File: src/rtl/stop_arb_pkg.sv
package stop_arb_pkg;
   typedef enum logic [2:0] {
      ST_IDLE      = 3'd0,
      ST_COLLECT   = 3'd1,
      ST_BROADCAST = 3'd2,
      ST_WAIT_ACK  = 3'd3,
      ST_INTERRUPT = 3'd4
   } arb_state_e;

   typedef enum logic [1:0] {
      SRC_NONE = 2'd0,
      SRC_NODE = 2'd1,
      SRC_XBAR = 2'd2,
      SRC_PEER = 2'd3
   } stop_src_e;
endpackage

File: src/rtl/stop_req_pick.sv
module stop_req_pick
   import stop_arb_pkg::*;
#(
   parameter int N_NODES = 8,
   localparam int IW = (N_NODES > 1) ? $clog2(N_NODES) : 1
) (
   input  logic [N_NODES-1:0] node_req,
   input  logic [N_NODES-1:0] node_kind,
   input  logic [N_NODES-1:0] xbar_err,
   input  logic               peer_vld,
   input  logic               peer_rst,
   input  logic [IW-1:0]      peer_node,
   output logic               hit,
   output logic               win_local,
   output logic [IW-1:0]      win_node,
   output logic               win_rst,
   output stop_src_e          win_src
);
   logic [IW-1:0] node_idx, xbar_idx;
   logic          node_kind_w;

   // lowest index wins: scan downward so the last write is the lowest
   always_comb begin
      node_idx    = '0;
      xbar_idx    = '0;
      node_kind_w = 1'b0;
      for (int i = N_NODES-1; i >= 0; i--) begin
         if (node_req[i]) begin
            node_idx    = IW'(i);
            node_kind_w = node_kind[i];
         end
         if (xbar_err[i]) xbar_idx = IW'(i);
      end
   end

   always_comb begin
      hit       = 1'b1;
      win_local = 1'b1;
      win_node  = '0;
      win_rst   = 1'b0;
      win_src   = SRC_NONE;
      if (|node_req) begin
         win_node = node_idx;
         win_rst  = node_kind_w;
         win_src  = SRC_NODE;
      end else if (|xbar_err) begin
         win_node = xbar_idx;
         win_src  = SRC_XBAR;
      end else if (peer_vld) begin
         win_node  = peer_node;
         win_rst   = peer_rst;
         win_src   = SRC_PEER;
         win_local = 1'b0;
      end else begin
         hit       = 1'b0;
         win_local = 1'b0;
      end
   end
endmodule

File: src/rtl/stop_port_rule.sv
module stop_port_rule #(
   parameter int N_NODES = 8,
   localparam int IW = (N_NODES > 1) ? $clog2(N_NODES) : 1
) (
   input  logic [IW-1:0]              err_node,
   input  logic [N_NODES-1:0]         cfg_split,
   input  logic [N_NODES*N_NODES-1:0] cfg_reach,
   output logic [N_NODES-1:0]         stop_mask
);
   logic [N_NODES-1:0] row;
   logic               err_split;

   assign err_split = cfg_split[err_node];
   assign row       = cfg_reach[err_node*N_NODES +: N_NODES];

   for (genvar j = 0; j < N_NODES; j++) begin : g_port
      assign stop_mask[j] = (err_node == IW'(j)) |
                            (~err_split & row[j] & ~cfg_split[j]);
   end
endmodule

File: src/rtl/stop_ack_track.sv
module stop_ack_track #(
   parameter int N_ACK = 4
) (
   input  logic             clk,
   input  logic             rst_n,
   input  logic             clr,
   input  logic             en,
   input  logic [N_ACK-1:0] ack,
   output logic             all_seen
);
   logic [N_ACK-1:0] seen;

   always_ff @(posedge clk or negedge rst_n) begin
      if (!rst_n)   seen <= '0;
      else if (clr) seen <= '0;
      else if (en)  seen <= seen | ack;
   end

   assign all_seen = en & (&(seen | ack));

   AST_SEEN_CLEARED: assert property (@(posedge clk) disable iff (!rst_n)
      clr |=> (seen == '0)) else $error("ack memory not cleared");
endmodule

File: src/rtl/stop_arbiter.sv
module stop_arbiter
   import stop_arb_pkg::*;
#(
   parameter int N_NODES = 8,
   parameter int N_ACK   = 4,
   localparam int IW = (N_NODES > 1) ? $clog2(N_NODES) : 1
) (
   input  logic                       clk,
   input  logic                       rst_n,
   input  logic [N_NODES-1:0]         node_req,
   input  logic [N_NODES-1:0]         node_kind,
   input  logic [N_NODES-1:0]         xbar_err,
   input  logic                       peer_vld,
   input  logic                       peer_rst,
   input  logic [IW-1:0]              peer_node,
   output logic                       ntfy_out,
   output logic                       ntfy_rst,
   output logic [IW-1:0]              ntfy_node,
   input  logic [N_NODES-1:0]         cfg_split,
   input  logic [N_NODES*N_NODES-1:0] cfg_reach,
   output logic                       dmd_valid,
   output logic                       dmd_rst,
   output logic [IW-1:0]              dmd_node,
   output logic [N_NODES-1:0]         dmd_port_stop,
   input  logic [N_ACK-1:0]           ack,
   output logic                       irq,
   input  logic                       sw_clear,
   output logic [IW-1:0]              stat_node,
   output logic                       stat_rst,
   output logic [1:0]                 stat_src
);
   if (N_NODES < 2) begin : g_bad_nodes
      $error("stop_arbiter: N_NODES must be at least 2");
   end
   if (N_ACK < 1) begin : g_bad_ack
      $error("stop_arbiter: N_ACK must be at least 1");
   end

   arb_state_e    state;
   logic [IW-1:0] cur_node;
   logic          cur_rst;
   stop_src_e     cur_src;
   logic          hit, win_local, win_rst, escalate, all_seen;
   logic [IW-1:0] win_node;
   stop_src_e     win_src;

   stop_req_pick #(.N_NODES(N_NODES)) u_pick (
      .node_req (node_req),  .node_kind(node_kind), .xbar_err(xbar_err),
      .peer_vld (peer_vld),  .peer_rst (peer_rst),  .peer_node(peer_node),
      .hit      (hit),       .win_local(win_local), .win_node(win_node),
      .win_rst  (win_rst),   .win_src  (win_src)
   );

   stop_port_rule #(.N_NODES(N_NODES)) u_rule (
      .err_node (cur_node), .cfg_split(cfg_split), .cfg_reach(cfg_reach),
      .stop_mask(dmd_port_stop)
   );

   stop_ack_track #(.N_ACK(N_ACK)) u_ack (
      .clk(clk), .rst_n(rst_n),
      .clr(state == ST_BROADCAST), .en(state == ST_WAIT_ACK),
      .ack(ack), .all_seen(all_seen)
   );

   assign escalate = (|(node_req & node_kind)) | (peer_vld & peer_rst);

   always_ff @(posedge clk or negedge rst_n) begin
      if (!rst_n) begin
         state     <= ST_IDLE;
         cur_node  <= '0;
         cur_rst   <= 1'b0;
         cur_src   <= SRC_NONE;
         ntfy_out  <= 1'b0;
         ntfy_rst  <= 1'b0;
         ntfy_node <= '0;
      end else begin
         ntfy_out <= 1'b0;
         unique case (state)
            ST_IDLE: if (hit) begin
               state     <= ST_COLLECT;
               cur_node  <= win_node;
               cur_rst   <= win_rst;
               cur_src   <= win_src;
               ntfy_out  <= win_local;
               ntfy_node <= win_node;
               ntfy_rst  <= win_rst;
            end
            ST_COLLECT: begin
               if (escalate) cur_rst <= 1'b1;
               state <= ST_BROADCAST;
            end
            ST_BROADCAST: state <= ST_WAIT_ACK;
            ST_WAIT_ACK:  if (all_seen) state <= ST_INTERRUPT;
            ST_INTERRUPT: if (sw_clear) state <= ST_IDLE;
            default:      state <= ST_IDLE;
         endcase
      end
   end

   assign dmd_valid = (state == ST_BROADCAST);
   assign dmd_rst   = cur_rst;
   assign dmd_node  = cur_node;
   assign irq       = (state == ST_INTERRUPT);
   assign stat_node = cur_node;
   assign stat_rst  = cur_rst;
   assign stat_src  = cur_src;

   AST_DMD_SINGLE: assert property (@(posedge clk) disable iff (!rst_n)
      dmd_valid |=> !dmd_valid) else $error("demand longer than one cycle");
   AST_NTFY_PULSE: assert property (@(posedge clk) disable iff (!rst_n)
      ntfy_out |=> !ntfy_out) else $error("notify longer than one cycle");
   AST_IRQ_HOLD: assert property (@(posedge clk) disable iff (!rst_n)
      (irq && !sw_clear) |=> irq) else $error("irq dropped early");
   AST_ERR_PORT_STOPPED: assert property (@(posedge clk) disable iff (!rst_n)
      dmd_valid |-> dmd_port_stop[dmd_node]) else $error("errored port kept");
   AST_SPLIT_ALONE: assert property (@(posedge clk) disable iff (!rst_n)
      (dmd_valid && cfg_split[dmd_node]) |-> ($countones(dmd_port_stop) == 1))
      else $error("split node stops other ports");
   AST_IRQ_NEEDS_ACK: assert property (@(posedge clk) disable iff (!rst_n)
      $rose(irq) |-> $past(&ack) || $past(state == ST_WAIT_ACK))
      else $error("irq without ack phase");
   AST_STATUS_STABLE: assert property (@(posedge clk) disable iff (!rst_n)
      (state != ST_IDLE && state != ST_COLLECT) |=> $stable(stat_node))
      else $error("status changed while busy");
endmodule

File: config.mk
export PLATFORM = sky130hd
export DESIGN_NAME = stop_arbiter
export DESIGN_NICKNAME = d
export VERILOG_FILES = /design/src/rtl/stop_arb_pkg.sv /design/src/rtl/stop_req_pick.sv /design/src/rtl/stop_port_rule.sv /design/src/rtl/stop_ack_track.sv /design/src/rtl/stop_arbiter.sv
export SDC_FILE = /design/constraint.sdc
export NUM_CORES = 1
export LEC_CHECK = 0
export BUFFER_PORTS_ARGS = -buffer_cell sky130_fd_sc_hd__clkbuf_2
export CAP_MARGIN = 20
export CORE_MARGIN = 3
export CORE_UTILIZATION = 39
export CTS_CLUSTER_SIZE = 8
export DETAILED_ROUTE_END_ITERATION = 6
export GPL_TIMING_DRIVEN = 1
export PLACE_DENSITY = 0.86
export SLEW_MARGIN = 0
export SYNTH_ARGS = -nofsm -noshare
export SYNTH_HDL_FRONTEND = slang
export SYNTH_SLANG_ARGS = --single-unit
File: constraint.sdc
create_clock -name clk -period 2.25 [get_ports clk]
set_input_delay 0.45 -clock clk [delete_from_list [all_inputs] [get_ports clk]]
set_output_delay 0.45 -clock clk [all_outputs]
set_load 0.02 [all_outputs]
==> results of run 1 <==
flip-flops by register name (all words and copies together), names as in the netlist:
name	count
state	3
stat_src	2
dmd_node	3
u_ack.seen	4
dmd_rst	1
ntfy_out	1
ntfy_rst	1
how the worst min path moves through the flow:
stage,from,endpoint,slack [ns]
floorplan,rst_n,dmd_node[0]$_DFFE_PN0P_,0.15
global placement,rst_n,u_ack.seen[1]$_DFFE_PN0P_,0.38
detailed placement,rst_n,ntfy_rst$_DFFE_PN0P_,0.39
CTS,rst_n,state[2]$_DFFE_PN0P_,0.11
global route,rst_n,state[1]$_DFFE_PN0P_,0.12
finish,rst_n,state[2]$_DFFE_PN0P_,0.1
per-layer routing:
| layer | GRT usage, % | up-vias |
|---|---|---|
| li1 | - | 925 |
| met1 | 23.8 | 903 |
| met2 | 44.8 | 118 |
| met3 | 4.46 | 15 |
| met4 | 9.36 | 0 |
| met5 | 0 | - |
metrics by stage:
step / util [%] / setup WS [ns] / power, mW / instances
global route: 65.3 / -0.194 / 2.66 / 351
detailed placement: 62.1 / 0.0484 / 2.14 / 346
CTS: 64.5 / -0.107 / 2.44 / 351
finish: 65.3 / -0.0827 / 2.48 / 351
floorplan: - / -0.0285 / 1.64 / 172
global placement: 62.1 / 0.0735 / 2.08 / 346
cells by family after synthesis:
group	count (synthesis)	synth area share, %
simple gates	51	17.7
compound gates	62	26.1
mux	18	24.6
buf+inv	26	8.00
flops	15	23.5
critical path: stages (launching register included):
cell     delay [ns]
dfrtp_2        0.44
buf_12         0.18
mux4_2         0.51
a22oi_2        0.24
o22ai_2        0.12
buf_6          0.14
final cells by class:
cell class / instances / share of cell area [%]
flip-flops and latches: 15 / 15.2
repair buffers: 141 / 31.5
multi-input cells: 131 / 47.2
clock inverters: 1 / 0.202
inverters: 12 / 1.81
well taps: 48 / 2.42
clock buffers: 3 / 1.66
power groups by stage:
stage	sequential (mW)	clock (mW)	combinational (mW)
6_report	0.505	0.223	1.75
5_1_grt	0.531	0.244	1.88
4_1_cts	0.506	0.229	1.70
3_5_place_dp	0.506	0	1.63
3_3_place_gp	0.497	0	1.58
2_1_floorplan	0.540	0	1.10
placed cells by master (no fill, tap or decap), types with 2 or more instances in the layout:
master	synthesis	layout
a22oi_2	0	5
a21oi_1	15	15
o21ai_0	10	10
mux4_2	17	17
nor3_1	2	2
buf_4	7	10
a211oi_1	2	2
clkbuf_2	0	124
dfrtp_1	15	14
a32oi_1	3	3
o32ai_2	0	2
nor2_2	3	2
nor2_1	12	12
buf_6	0	3
nor2b_1	2	2
nor4_4	2	2
o22ai_2	0	4
nand4_1	2	2
a22oi_1	9	4
nand2_1	17	17
o22ai_1	7	3
clkbuf_8	0	5
inv_1	12	12
o31ai_1	3	3
timing repair:
item / in CTS / in global routing
endpoints found under the setup margin: 8 / 8
gates resized for setup: 9 / 14
setup buffers: 1 / 0
cloned: 0 / 0
==> results by group, run 1 <==
Outcome
  • Status: finished, violations left
  • Failing checks: setup timing

GRT
  • Number of global-route vias before repair: 1997
  • First-pass GRT wire length: between 9000 and 10000 µm
  • Total GRT Usage: 23.1%
  • Initial antenna violation count: 0
  • Global route overflow: 0
  • Largest net degree at the start of global routing: 16

Clocking
  • Worst-path clk slew: 0.06 ns
  • Clock sinks: 15
  • H-tree depth: 1
  • CTS Hold Bufs: 0
  • CTS buffer count: 3
  • Clock Path Buffers: 2
  • CTS tree: yes
  • Clk root buf: clkbuf_8
  • Clk_lat worst skew: 0.25 ns

Timing
  • Final setup vio count: 8
  • Fmax: 429 MHz
  • Setup total negative slack: -0.500 ns
  • Fin Hold WS: 0.0997 ns
  • RSZ-0062 raised after global routing: true
  • Period utilization: 104%
  • Worst slew pin tran: 0.437 ns
  • Clock skew: between 0.005 and 0.006 ns
  • Fin. Hold Viols: 0
  • Min cycle time layout: approximately 2.3 ns
  • Worst setup margin: -0.0827 ns
  • Count of pins over their slew limit: 0
  • Slew HR: between 70% and 80%

Layout
  • Final instance area: 2480 µm²
  • Multi-input logic area: 1170 µm²
  • Reg area: 377 µm²
  • Total Nets Final: 412
  • Syn-to-layout area delta: 55.6%
  • Fill count: around 310
  • Layout cell share with drive strength beyond 1: 62.0%
  • N_diodes: 0

Drt
  • Via-to-Cell Ratio: approximately 5.6
  • # DRC: 0
  • Iteration-0 DRC Markers: 49
  • Router iterations before antenna repair: 4
  • DR WL met3: 505 µm
  • Post-Route M1 WL: 1910 µm
  • Routed vias: 1961
  • Routed Antenna Nets: 0
  • Top Layer Used: met4
  • Drt wl/cell: around 16 µm
  • Routed wl met2: 3040 µm
  • Wirelength, routed: 5650 µm

Place
  • Cell area after placement: 2360 µm²
  • Dpl hpwl: between 4000 and 5000 µm
  • Port Buffer Count: 131
  • Routability cong.: 0.870

Floorplanning
  • Die width: 70.0 µm
  • Core Region: 3800 µm²
  • Ports: between 100 and 150
  • Row count: 22
  • Die ar.: 4890 µm²
  • Chip height: 70.0 µm
  • Initial core utilization: 42.0%

Logic synthesis
  • Syn Std Cell Area: 1600 µm²
  • Ys async rst share: 100%
  • Syn_area_per_cell: 9.27 µm²
  • Synth cell count leaders: mux4_2, nand2_1, a21oi_1, dfrtp_1
  • Synth Warn #: 0
  • Synth unique cells: 43
  • Mapped Nets: 280
  • Fraction of the yosys area taken by sequential cells: 23.5%
  • Ranking of synthesized cells by area: mux4_2, dfrtp_1, a21oi_1
  • Post-Syn Instances: approximately 170
  • Post-synth EDFFs: 0
  • Synth Register Bits: 15
  • Area leader, netlist: mux4_2
  • Synth Flop Type: dfrtp_1
  • Yosys top cell area share: roughly a quarter

Pwr
  • Leakage: between 1 and 1.5 nW
  • Pwr dens: 998 nW/µm²
  • Combinational Power Share: a little over two thirds
  • Switch share: 45.6%
  • Total net switching power: 1.13 mW
  • Sequential group share of total power: 20.4%
  • Max rail drop VDD: 562 µV
  • Clock power share: 9.0%
  • P_int: 1.35 mW

Setup path
  • Req. time, crit path: 1.80 ns
  • Reg-to-Reg End: dmd_node[0]$_DFFE_PN0P_
  • CP Capture Point: dmd_port_stop[5]
  • Worst R2R Path Depth: 4
  • Worst setup path category: reg2out
  • Worst Path Max Fanout: 13
  • Setup slack, reg-to-reg: about 0.64 ns
  • R2r startpoint: state[2]$_DFFE_PN0P_
  • CP arrival: 1.88 ns
  • CP startpoint kind: flip-flop
  • CP Capture Type: output port
  • CP startpoint: dmd_node[0]$_DFFE_PN0P_

Worst hold path
  • Hold Path Class: in2async

Run
  • Max_cap viols: 0
Note: power is estimated with default switching activity, not from simulation.
==> run 2: changes to the inputs <==
- REMOVE_ABC_BUFFERS: not set -> 1
==> results by group, run 2 (synthesis gave the netlist of run 1 again) <==
Worst hold path
  • Hold Path Class: in2async

Floorplanning
  • Die width: 70.0 µm (unchanged)
  • Die ar.: 4890 µm² (unchanged)
  • Ports: 133 (unchanged)
  • Row count: 22 (unchanged)
  • Core Region: 3800 µm² (unchanged)
  • Initial core utilization: 42.0% (unchanged)
  • Chip height: 70.0 µm (unchanged)

Place
  • Port Buffer Count: 131 (unchanged)
  • Routability cong.: 0.949 (+9.0%)
  • Dpl hpwl: 4560 µm (-5.9%)

Timing
  • Final setup vio count: 8 (unchanged)
  • Fmax: 423 MHz (-1.4%)
  • Clock skew: 0.00186 ns (-0.00315 ns)
  • RSZ-0062 raised after global routing: true
  • Worst slew pin tran: 0.486 ns (+0.0490 ns)
  • Slew HR: 67.6% (-3.3 points)
  • Min cycle time layout: 2.37 ns (+0.0323 ns)
  • Fin. Hold Viols: 0 (unchanged)
  • Worst setup margin: -0.115 ns (-0.0323 ns)
  • Count of pins over their slew limit: 0 (unchanged)
  • Period utilization: 105% (+1.4 points)

Setup path
  • CP Capture Point: dmd_port_stop[5]
  • Worst Path Max Fanout: 7 (-6)
  • Worst path slowest cell: mux4_2
  • Reg-to-Reg End: dmd_node[0]$_DFFE_PN0P_
  • Setup slack, reg-to-reg: 0.63 ns (about the same)
  • Req. time, crit path: 1.80 ns (about the same)
  • CP startpoint kind: flip-flop
  • Max incr delay on CP: 0.54 ns (+0.03 ns)
  • Worst R2R Path Depth: 4 (unchanged)
  • CP Capture Type: output port
  • Worst setup path category: reg2out
  • R2r startpoint: state[2]$_DFFE_PN0P_
  • CP startpoint: dmd_node[0]$_DFFE_PN0P_
  • CP arrival: 1.92 ns (+0.04 ns)
  • Crit path cell chain: mux4_2 > nor2_4 > buf_6 > a22oi_2 > o22ai_1 > buf_4

Outcome
  • Status: finished, violations left
  • Failing checks: setup timing

Pwr
  • Pwr dens: 972 nW/µm² (-2.6%)
  • Leakage: 1.15 nW (-3.0%)
  • Max rail drop VDD: 403 µV (-28%)
  • Overall power: 2.32 mW (-6.3%)

GRT
  • Number of global-route vias before repair: 1848 (-7.5%)
  • Total GRT Usage: 20.8% (-2.3 points)
  • First-pass GRT wire length: 8410 µm (-8.3%)
  • Initial antenna violation count: 0 (unchanged)
  • Largest net degree at the start of global routing: 16 (unchanged)
  • Global route overflow: 0 (unchanged)

Clocking
  • Clk_lat worst skew: 0.25 ns (about the same)
  • H-tree depth: 1 (unchanged)
  • Worst-path clk slew: 0.06 ns (about the same)
  • CTS tree: yes
  • Clock sinks: 15 (unchanged)
  • Clk root buf: clkbuf_8
  • CTS buffer count: 3 (unchanged)
  • Clock Path Buffers: 2 (unchanged)

Drt
  • Routed Antenna Nets: 0 (unchanged)
  • Drt wl/cell: 15.6 µm (-3.4%)
  • Iteration-0 DRC Markers: 114 (+130%)
  • Wirelength, routed: 5410 µm (-4.2%)
  • Router iterations before antenna repair: 4 (unchanged)
  • Routed vias: 1977 (+0.82%)
  • Via-to-Cell Ratio: 5.68 (+1.7%)
  • # DRC: 0 (unchanged)

Layout
  • Fill count: 312 (+0.97%)
  • Max reg flops: 4 (unchanged)
  • Post-Route Utilization: 62.9% (-2.5 points)
  • Multi-input logic area: 1120 µm² (-4.3%)
  • Reg area: 377 µm² (unchanged)
  • Most frequent cells in the layout: clkbuf_2, nand2_1, mux4_2, a21oi_1, dfrtp_1
  • Total Nets Final: 409 (-0.73%)
  • N_diodes: 0 (unchanged)
  • Commonest non-fill, non-tap cell in the layout: clkbuf_2
  • Syn-to-layout area delta: 49.7%
  • Layout cell share with drive strength beyond 1: 58.0% (-4.0 points)
  • Register bank with the most flops: u_ack.seen

Run
  • Max_cap viols: 0 (unchanged)
-- run 2: changes by cell type in the layout (fill, tap and decap cells not counted), sizes merged --
cell / change
clkinv: -1
clkbuf: -2
-- run 2: worst min path at each step --
stage	to	slack (ns)	cells after the start
finish	u_ack.seen[0]$_DFFE_PN0P_	0.10	1
global route	u_ack.seen[0]$_DFFE_PN0P_	0.13	1
CTS	u_ack.seen[0]$_DFFE_PN0P_	0.11	1
detailed placement	u_ack.seen[0]$_DFFE_PN0P_	0.38	1
global placement	u_ack.seen[0]$_DFFE_PN0P_	0.37	1
floorplan	dmd_node[0]$_DFFE_PN0P_	0.15	0
-- run 2: critical path: cells and delay by family (launching register included) --
| kind | cells | cell delay, ns |
|---|---|---|
| flops | 1 | 0.43 |
| simple gates | 1 | 0.21 |
| buf+inv | 2 | 0.30 |
| mux | 1 | 0.54 |
| compound gates | 2 | 0.18 |
-- run 2: per-layer routing --
layer	vias to the layer above	wire (µm)	GRT usage (%)
li1	925	-	-
met1	934	1950	23.3
met3	11	493	3.60
met5	-	0	0
met4	0	112	5.53
met2	107	2850	39.8
-- run 2: what timing repair did --
item | CTS | global route
setup endpoints to repair | 8 | 8
hold buffers | 0 | 0
buffers inserted | 0 | 1
pin swaps | 7 | 5
resized for setup | 12 | 13
-- run 2: power breakdown --
group	leakage [nW]	switching [mW]	internal (mW)
clock network	0.0228	0.0917	0.125
registers	0.176	0.135	0.388
logic	0.956	0.843	0.738
-- run 2: through the flow --
stage	worst slack, ns	cells	setup TNS [ns]	hold WS [ns]	cell area (µm²)
2_1_floorplan	-0.901	158	-7.11	0.154	1510
3_5_place_dp	-0.00244	343	-0.00244	0.378	2270
3_3_place_gp	0.00474	343	0	0.373	2270
5_1_grt	-0.192	348	-1.35	0.127	2390
6_report	-0.115	348	-0.783	0.101	2390
4_1_cts	-0.0995	347	-0.558	0.110	2350
-- run 2: final cells by class --
cell class / instances / share of cell area, %
Inverter: 12 / 1.89
Multi-Input combinational cell: 131 / 47.0
Tap cell: 48 / 2.51
Sequential cell: 15 / 15.8
Timing Repair Buffer: 138 / 31.0
Clock buffer: 4 / 1.89
